File: src/rtl/ec_pkg.sv
package ec_pkg;
    localparam logic [7:0] CMD_READ     = 8'h80;
    localparam logic [7:0] CMD_WRITE    = 8'h81;
    localparam logic [7:0] CMD_BURST_ON = 8'h82;
    localparam logic [7:0] CMD_BURST_OF = 8'h83;
    localparam logic [7:0] CMD_QUERY    = 8'h84;
    localparam logic [7:0] BURST_ACK    = 8'h90;
    localparam logic [7:0] QUERY_NONE   = 8'h00;

    localparam int SB_OBF   = 0;
    localparam int SB_IBF   = 1;
    localparam int SB_CMD   = 3;
    localparam int SB_BURST = 4;

    typedef enum logic [2:0] {
        SQ_IDLE,
        SQ_RADDR,
        SQ_RCAP,
        SQ_WADDR,
        SQ_WDATA
    } sq_state_e;
endpackage

File: src/rtl/ec_ibf_timer.sv
module ec_ibf_timer #(
    parameter int LAT = 4
) (
    input  logic clk,
    input  logic rst_n,
    input  logic load,
    output logic busy,
    output logic take
);
    localparam int CW = $clog2(LAT + 1);

    typedef struct packed {
        logic [CW-1:0] cnt;
    } tmr_t;

    tmr_t q, d;

    always_comb begin
        d = q;
        if (load)
            d.cnt = CW'(LAT);
        else if (q.cnt != '0)
            d.cnt = q.cnt - 1'b1;
    end

    always_ff @(posedge clk or negedge rst_n) begin
        if (!rst_n) q <= '0;
        else        q <= d;
    end

    assign busy = (q.cnt != '0);
    assign take = (q.cnt == CW'(1)) && !load;

    assert_take_clears_R3: assert property (@(posedge clk) disable iff (!rst_n)
        take |=> !busy);
    assert_load_busy_R3: assert property (@(posedge clk) disable iff (!rst_n)
        load |=> busy);
endmodule

File: src/rtl/ec_cmd_seq.sv
module ec_cmd_seq
    import ec_pkg::*;
#(
    parameter int AW = 8,
    parameter int DW = 8
) (
    input  logic          clk,
    input  logic          rst_n,
    input  logic          take,
    input  logic [DW-1:0] byte_in,
    input  logic          is_cmd,
    input  logic [DW-1:0] reg_rdata,
    output logic [AW-1:0] reg_addr,
    output logic [DW-1:0] reg_wdata,
    output logic          reg_we,
    output logic          burst,
    output logic          ld_valid,
    output logic [DW-1:0] ld_byte
);
    typedef struct packed {
        sq_state_e     st;
        logic [AW-1:0] addr;
        logic [DW-1:0] wdata;
        logic          we;
        logic          burst;
    } seq_t;

    seq_t q, d;

    always_comb begin
        d        = q;
        d.we     = 1'b0;
        ld_valid = 1'b0;
        ld_byte  = '0;
        if (q.st == SQ_RCAP) begin
            ld_valid = 1'b1;
            ld_byte  = reg_rdata;
            d.st     = SQ_IDLE;
        end
        if (take) begin
            if (is_cmd) begin
                d.st = SQ_IDLE;
                case (byte_in)
                    CMD_READ:     d.st = SQ_RADDR;
                    CMD_WRITE:    d.st = SQ_WADDR;
                    CMD_BURST_ON: begin
                        d.burst  = 1'b1;
                        ld_valid = 1'b1;
                        ld_byte  = DW'(BURST_ACK);
                    end
                    CMD_BURST_OF: d.burst = 1'b0;
                    CMD_QUERY: begin
                        ld_valid = 1'b1;
                        ld_byte  = DW'(QUERY_NONE);
                    end
                    default: ;
                endcase
            end else begin
                case (q.st)
                    SQ_RADDR: begin
                        d.addr = AW'(byte_in);
                        d.st   = SQ_RCAP;
                    end
                    SQ_WADDR: begin
                        d.addr = AW'(byte_in);
                        d.st   = SQ_WDATA;
                    end
                    SQ_WDATA: begin
                        d.wdata = byte_in;
                        d.we    = 1'b1;
                        d.st    = SQ_IDLE;
                    end
                    default: ;
                endcase
            end
        end
    end

    always_ff @(posedge clk or negedge rst_n) begin
        if (!rst_n) q <= '{st: SQ_IDLE, addr: '0, wdata: '0, we: 1'b0, burst: 1'b0};
        else        q <= d;
    end

    assign reg_addr  = q.addr;
    assign reg_wdata = q.wdata;
    assign reg_we    = q.we;
    assign burst     = q.burst;

    assert_we_single_R7: assert property (@(posedge clk) disable iff (!rst_n)
        reg_we |=> !reg_we);
    assert_abort_no_write_R10: assert property (@(posedge clk) disable iff (!rst_n)
        (take && is_cmd) |=> !reg_we);
    assert_idle_data_ignored_R11: assert property (@(posedge clk) disable iff (!rst_n)
        (take && !is_cmd && q.st == SQ_IDLE) |=> (!reg_we && !ld_valid));
endmodule

File: src/rtl/ec_host_port.sv
module ec_host_port
    import ec_pkg::*;
#(
    parameter int IBF_LAT = 4,
    parameter int AW      = 8,
    parameter int DW      = 8
) (
    input  logic          clk,
    input  logic          rst_n,
    input  logic          host_cs,
    input  logic          host_sel,
    input  logic          host_rd,
    input  logic          host_wr,
    input  logic [7:0]    host_wdata,
    output logic [7:0]    host_rdata,
    output logic [AW-1:0] reg_addr,
    output logic [DW-1:0] reg_wdata,
    output logic          reg_we,
    input  logic [DW-1:0] reg_rdata
);
    typedef struct packed {
        logic [DW-1:0] ibuf;
        logic          cmdf;
        logic [DW-1:0] obuf;
        logic          obf;
    } port_t;

    port_t q, d;

    logic          wr_hit, rd_data_hit;
    logic          ibf, take, burst, ld_valid;
    logic [DW-1:0] ld_byte;
    logic [7:0]    status;

    assign wr_hit      = host_cs && host_wr;
    assign rd_data_hit = host_cs && host_rd && !host_sel;

    ec_ibf_timer #(.LAT(IBF_LAT)) u_timer (
        .clk   (clk),
        .rst_n (rst_n),
        .load  (wr_hit),
        .busy  (ibf),
        .take  (take)
    );

    ec_cmd_seq #(.AW(AW), .DW(DW)) u_seq (
        .clk       (clk),
        .rst_n     (rst_n),
        .take      (take),
        .byte_in   (q.ibuf),
        .is_cmd    (q.cmdf),
        .reg_rdata (reg_rdata),
        .reg_addr  (reg_addr),
        .reg_wdata (reg_wdata),
        .reg_we    (reg_we),
        .burst     (burst),
        .ld_valid  (ld_valid),
        .ld_byte   (ld_byte)
    );

    always_comb begin
        d = q;
        if (wr_hit) begin
            d.ibuf = DW'(host_wdata);
            d.cmdf = host_sel;
        end
        if (rd_data_hit)
            d.obf = 1'b0;
        if (ld_valid) begin
            d.obuf = ld_byte;
            d.obf  = 1'b1;
        end
    end

    always_ff @(posedge clk or negedge rst_n) begin
        if (!rst_n) q <= '0;
        else        q <= d;
    end

    always_comb begin
        status           = '0;
        status[SB_OBF]   = q.obf;
        status[SB_IBF]   = ibf;
        status[SB_CMD]   = q.cmdf;
        status[SB_BURST] = burst;
    end

    assign host_rdata = host_sel ? status : 8'(q.obuf);

    assert_ibf_set_R3: assert property (@(posedge clk) disable iff (!rst_n)
        wr_hit |=> status[SB_IBF]);
    assert_obf_clear_R4: assert property (@(posedge clk) disable iff (!rst_n)
        (rd_data_hit && !ld_valid) |=> !q.obf);
    assert_obf_load_R6: assert property (@(posedge clk) disable iff (!rst_n)
        ld_valid |=> q.obf);
    assert_cmd_flag_R5: assert property (@(posedge clk) disable iff (!rst_n)
        wr_hit |=> (status[SB_CMD] == $past(host_sel)));
endmodule

File: config.mk
export PLATFORM = sky130hd
export DESIGN_NAME = ec_host_port
export DESIGN_NICKNAME = d
export VERILOG_FILES = /design/src/rtl/ec_pkg.sv /design/src/rtl/ec_ibf_timer.sv /design/src/rtl/ec_cmd_seq.sv /design/src/rtl/ec_host_port.sv
export SDC_FILE = /design/constraint.sdc
export NUM_CORES = 1
export LEC_CHECK = 0
export BUFFER_PORTS_ARGS = -buffer_cell sky130_fd_sc_hd__buf_2
export CELL_PAD_IN_SITES_DETAIL_PLACEMENT = 1
export CELL_PAD_IN_SITES_GLOBAL_PLACEMENT = 2
export CORE_MARGIN = 2
export CORE_UTILIZATION = 25
export DETAILED_ROUTE_END_ITERATION = 10
export GPL_ROUTABILITY_DRIVEN = 0
export PLACE_DENSITY = 0.6
export REMOVE_ABC_BUFFERS = 1
export SYNTH_ARGS = -nofsm -noshare
export SYNTH_HDL_FRONTEND = slang
export SYNTH_HIERARCHICAL = 1
export SYNTH_SLANG_ARGS = --single-unit
File: constraint.sdc
create_clock -name clk -period 2.8 [get_ports clk]
set_input_delay 0.56 -clock clk [delete_from_list [all_inputs] [get_ports clk]]
set_output_delay 0.56 -clock clk [all_outputs]
set_load 0.01 [all_outputs]
Word-level counts from Yosys, hierarchy flattened. Cells that the tools add are included.

Add/subtract/negate cells: 1. Equal/unequal tests: 10. Muxes and demuxes: 23. Bitwise operators: 1. Reduce and logical (&&, ||, !) cells: 15.

Operators by type and width (number): $eq A8 B8 Y1 const B (5); $mux W8 (5); $mux W21 (1); $mux W17 (1); $pmux W8 S2 (1); $mux W3 (4); $mux W9 (1); $pmux W3 S3 (1); $reduce_and A3 Y1 (3); $mux W1 (7); $eq A3 B1 Y1 const B (2); $eq A3 B2 Y1 const B (2); $reduce_bool A2 Y1 (3); $logic_and A1 B1 Y1 (4); $pmux W2 S2 (1); $reduce_or A2 Y1 (2); $eq A3 B3 Y1 const B (1); $reduce_bool A3 Y1 (1); $sub A3 B1 Y3 const B (1); $logic_not A1 Y1 (2); $pmux W1 S2 (1); $not A1 Y1 (1).

Flip-flop bits (word level): 42. Logic and storage cells: 60.

Depth between registers and ports, before layout.
Depth in word-level cells: 6. Gate-level depth with buffers: 8. Gate-level depth less buffers: 7.

Cells and area by module. Netlist, hierarchy kept.

Modules (own cells, without submodules): ec_cmd_seq (instances 1, cells each 92, area each 1132.3 um^2, sequential area each 525.5 um^2); ec_host_port (instances 1, cells each 49, area each 752.0 um^2, sequential area each 450.4 um^2); ec_ibf_timer (instances 1, cells each 18, area each 200.2 um^2, sequential area each 75.1 um^2).

Least setup slack after synthesis. Ideal clock, no wire load.

Kind: input -> register. Start: input host_wr. End: register, netlist name q[1]. Arrival time: 2144 ps. Required time: 2675 ps. Path slack: 531 ps. Stages: 8. Buffers on the path: 1. Cell sequence: nand2_4 > inv_1 > nor3b_1 > and4bb_2 > nand3_1 > nand2_1 > buf_2 > mux2_2.

RTL lines: start: declaration (RTL line ec_host_port.sv:13) `input logic host_wr,`.

==> run_results.csv <==
group,metric,value,unit
global_routing,grt_max_degree,43,
drt,drt-initial-drc-count,53,
power,power.switching,0.487,mW
power,power_density,679,nW/um^2
critical_path,path_cells,"buf_2 -> nand2_4 -> inv_1 -> nor3b_1 -> and4bb_2 -> nand3_1 -> nand2_1 -> mux2_2",
clocking,cts_buffer_depth,2,
sta,final.min_clock_period,2250,ps
die,initial_core_util,25.6,%
global_routing,grt.total_usage,10.7,%
critical_path,critical-path-max-stage-delay,390,ps
die,die-width,95.3,um
sta,finalHoldViolCount,0,
yosys,synth.distinct_cells,33,
final_layout,drive_above_1_share,53.1,%
global_routing,grt_pass1_vias,1427,
power,clockPowerShare,22.8,%
clocking,cts_hold_buf,0,
sta,fin_skew,4.30,ps
yosys,syn_avg_cell_area,13.1,um^2
final_layout,layout_commonest_cell,"buf_2",
die,ios,47,
yosys,syn_inst,159,
critical_path,cp.buffers_inverters,2,
sta,hold_slack,429,ps
critical_path,required,2980,ps
global_routing,gr-total-overflow,0,
yosys,yosys.area.top_type,"dfrtp_1",
critical_path,critical-path-slowest-cell,"mux2_2",
die,die-area,9080,um^2
final_layout,antenna_cells,0,
drt,top_layer,"met4",
drt,wirelength,4.42,mm
critical_path,endpoint_kind,"flip-flop",
final_layout,syn_to_final_growth,14.8,%
final_layout,mostFrequentLayoutCells,"buf_2 (46), dfrtp_1 (42), mux2_2 (37)",
drt,first_pass_iters,4,
clocking,htreeDepth,2,
die,fp-row-count,33,
die,coreArea,8130,um^2
critical_path,path_depth,8,
global_routing,grt_pass1_wl,7.34,mm
sta,setup-violations-final,0,
run_status,run_status,"complete, no violations",
critical_path,regToRegEndpoint,"q[5]$_DFFE_PN0P_",
drt,detail-route-antenna-nets,0,
critical_path,critPathKind,"in2reg",
power,pwr-share-comb,26.5,%
sta,rsz0062_at_grt,"no",
critical_path,reg2reg_slack,610,ps
sta,slew_violations,0,
yosys,yosys_warnings,6,
clocking,cts_tree,"built",
sta,fmax,0.445,GHz
die,dieHeight,95.3,um
critical_path,r2r-start,"u_timer/q[1]$_DFFE_PN0P_",
clocking,cts_inserted_buffers,5,
yosys,synth_top_area_share,50.4,%
yosys,synth_flop_cell,"dfrtp_1",
drt,wire_per_inst,14.8,um
flow_run,maxCapViolCount,0,
yosys,synth_edf_count,0,
sta,maxSlewHeadroom,34.4,%
yosys,synth_area,2080,um^2
placement,portBuffers,46,
hold_path,hp-class,"in2async",
global_routing,grt_antenna_before_repair,0,
power,internal_power,1.14,mW
yosys,ys_seq_area_share,50.4,%
drt,drc_errors,0,
sta,fin_crit_sh,80.2,%
drt,met2_length,2.06,mm
sta,worst_pin_slew,984,ps
yosys,ys_ff_latch,42,
clocking,clock_tree.root_cell,"clkbuf_8",
clocking,cts_resized,0,
placement,place_hpwl,3.18,mm
drt,vias_per_cell,4.30,
critical_path,crit_arrival,2420,ps
critical_path,critPathLaunchType,"input port",
critical_path,critPathTopFamily,"simple AND/OR/NAND/NOR gates",
power,p_leak,1.19,nW
final_layout,nets,219,
clocking,cts.sinks,42,
drt,wl_met3,313,um
drt,met1_length,1.99,mm
clocking,clk_latency,290,ps
yosys,ys_async_sr_fraction,100,%
yosys,yosys-top-cells-area,"dfrtp_1 (50%), mux2_2 (20%), buf_4 (5.8%)",
power,p_total,1.62,mW
drt,dr_total_vias,1285,
power,swShare,30.0,%
power,seq_power_share,50.6,%
critical_path,cp_max_fo,10,
critical_path,reg2reg_depth,7,
sta,tns,0,ps
final_layout,fillCellCount,903,
power,vdd_drop_max,0.277,mV
clocking,clk_pin_slew,70,ps
clocking,cts_setup_buffers,0,
==> area by class of cell <==
class,count,area (um^2),area share (%)
flip-flops and latches,42,1050,43.9
multi-input cells,92,870,36.3
repair buffers,47,238,9.94
well taps,105,131,5.49
clock buffers,6,72.6,3.03
inverters,6,22.5,0.941
clock inverters,1,7.51,0.314
==> how the worst max path moves through the flow <==
stage,startpoint,endpoint,slack (ps)
global route,host_cs,q[4]$_DFFE_PN0P_,400
global placement,host_wr,q[3]$_DFFE_PN0P_,340
CTS,host_cs,q[5]$_DFFE_PN0P_,530
floorplan,host_wr,q[1]$_DFFE_PN0P_,520
finish,host_cs,q[5]$_DFFE_PN0P_,550
detailed placement,host_cs,q[5]$_DFFE_PN0P_,210
==> synthesized netlist by cell type, types with 2 or more instances <==
| cell type | count |
|---|---|
| dfrtp_1 | 42 |
| mux2_2 | 37 |
| buf_4 | 16 |
| nor2b_1 | 7 |
| and2_1 | 6 |
| inv_1 | 6 |
| o21ai_0 | 5 |
| ha_1 | 3 |
| nand3_1 | 3 |
| nor4b_2 | 3 |
| a21bo_1 | 2 |
| a21o_1 | 2 |
| and4bb_2 | 2 |
| buf_2 | 2 |
| nand2_1 | 2 |
| nand4b_1 | 2 |
| nor2_1 | 2 |
| nor3b_1 | 2 |
==> cells by family (layout without fill, tap and decap cells) <==
| family | Yosys count | in the layout | synth area share (%) |
|---|---|---|---|
| AO/OA/AOI/OAI | 14 | 14 | 5.40 |
| XOR/XNOR | 1 | 1 | 0.420 |
| multiplexers | 38 | 38 | 20.7 |
| flip-flops | 42 | 42 | 50.4 |
| buffers and inverters | 25 | 60 | 7.86 |
| adder cells (fa/ha/maj) | 3 | 3 | 1.80 |
| AND/OR/NAND/NOR | 36 | 36 | 13.4 |
==> layer usage <==
metal / vias to the layer above / global-route usage, %
li1: 604 / -
met4: 0 / 2.54
met1: 637 / 13.4
met3: 6 / 3.56
met5: - / 0
met2: 38 / 17.8
==> through the flow <==
step / worst slack (ps) / instance area (um^2) / instances / utilization (%)
2_1_floorplan: 519 / 1940 / 140 / -
3_3_place_gp: 335 / 2310 / 292 / 28.4
3_5_place_dp: 212 / 2310 / 292 / 28.4
4_1_cts: 531 / 2390 / 299 / 29.4
5_1_grt: 403 / 2390 / 299 / 29.4
6_report: 554 / 2390 / 299 / 29.4
==> state kept, by name (all words and copies together) (netlist names) <==
| signal | count |
|---|---|
| q | 18 |
| u_seq/reg_addr | 8 |
| u_seq/reg_wdata | 8 |
| u_seq/q | 3 |
| u_timer/q | 3 |
| u_seq/burst | 1 |
| u_seq/reg_we | 1 |
==> power by group through the flow <==
stage / sequential (mW) / combinational, mW / clock [mW]
after detailed placement: 0.836 / 0.438 / 0
final: 0.823 / 0.431 / 0.371
after global placement: 0.838 / 0.430 / 0
after CTS: 0.825 / 0.442 / 0.391
after global routing: 0.847 / 0.476 / 0.416
after floorplan: 0.840 / 0.258 / 0
Note: power is estimated with default switching activity, not from simulation.
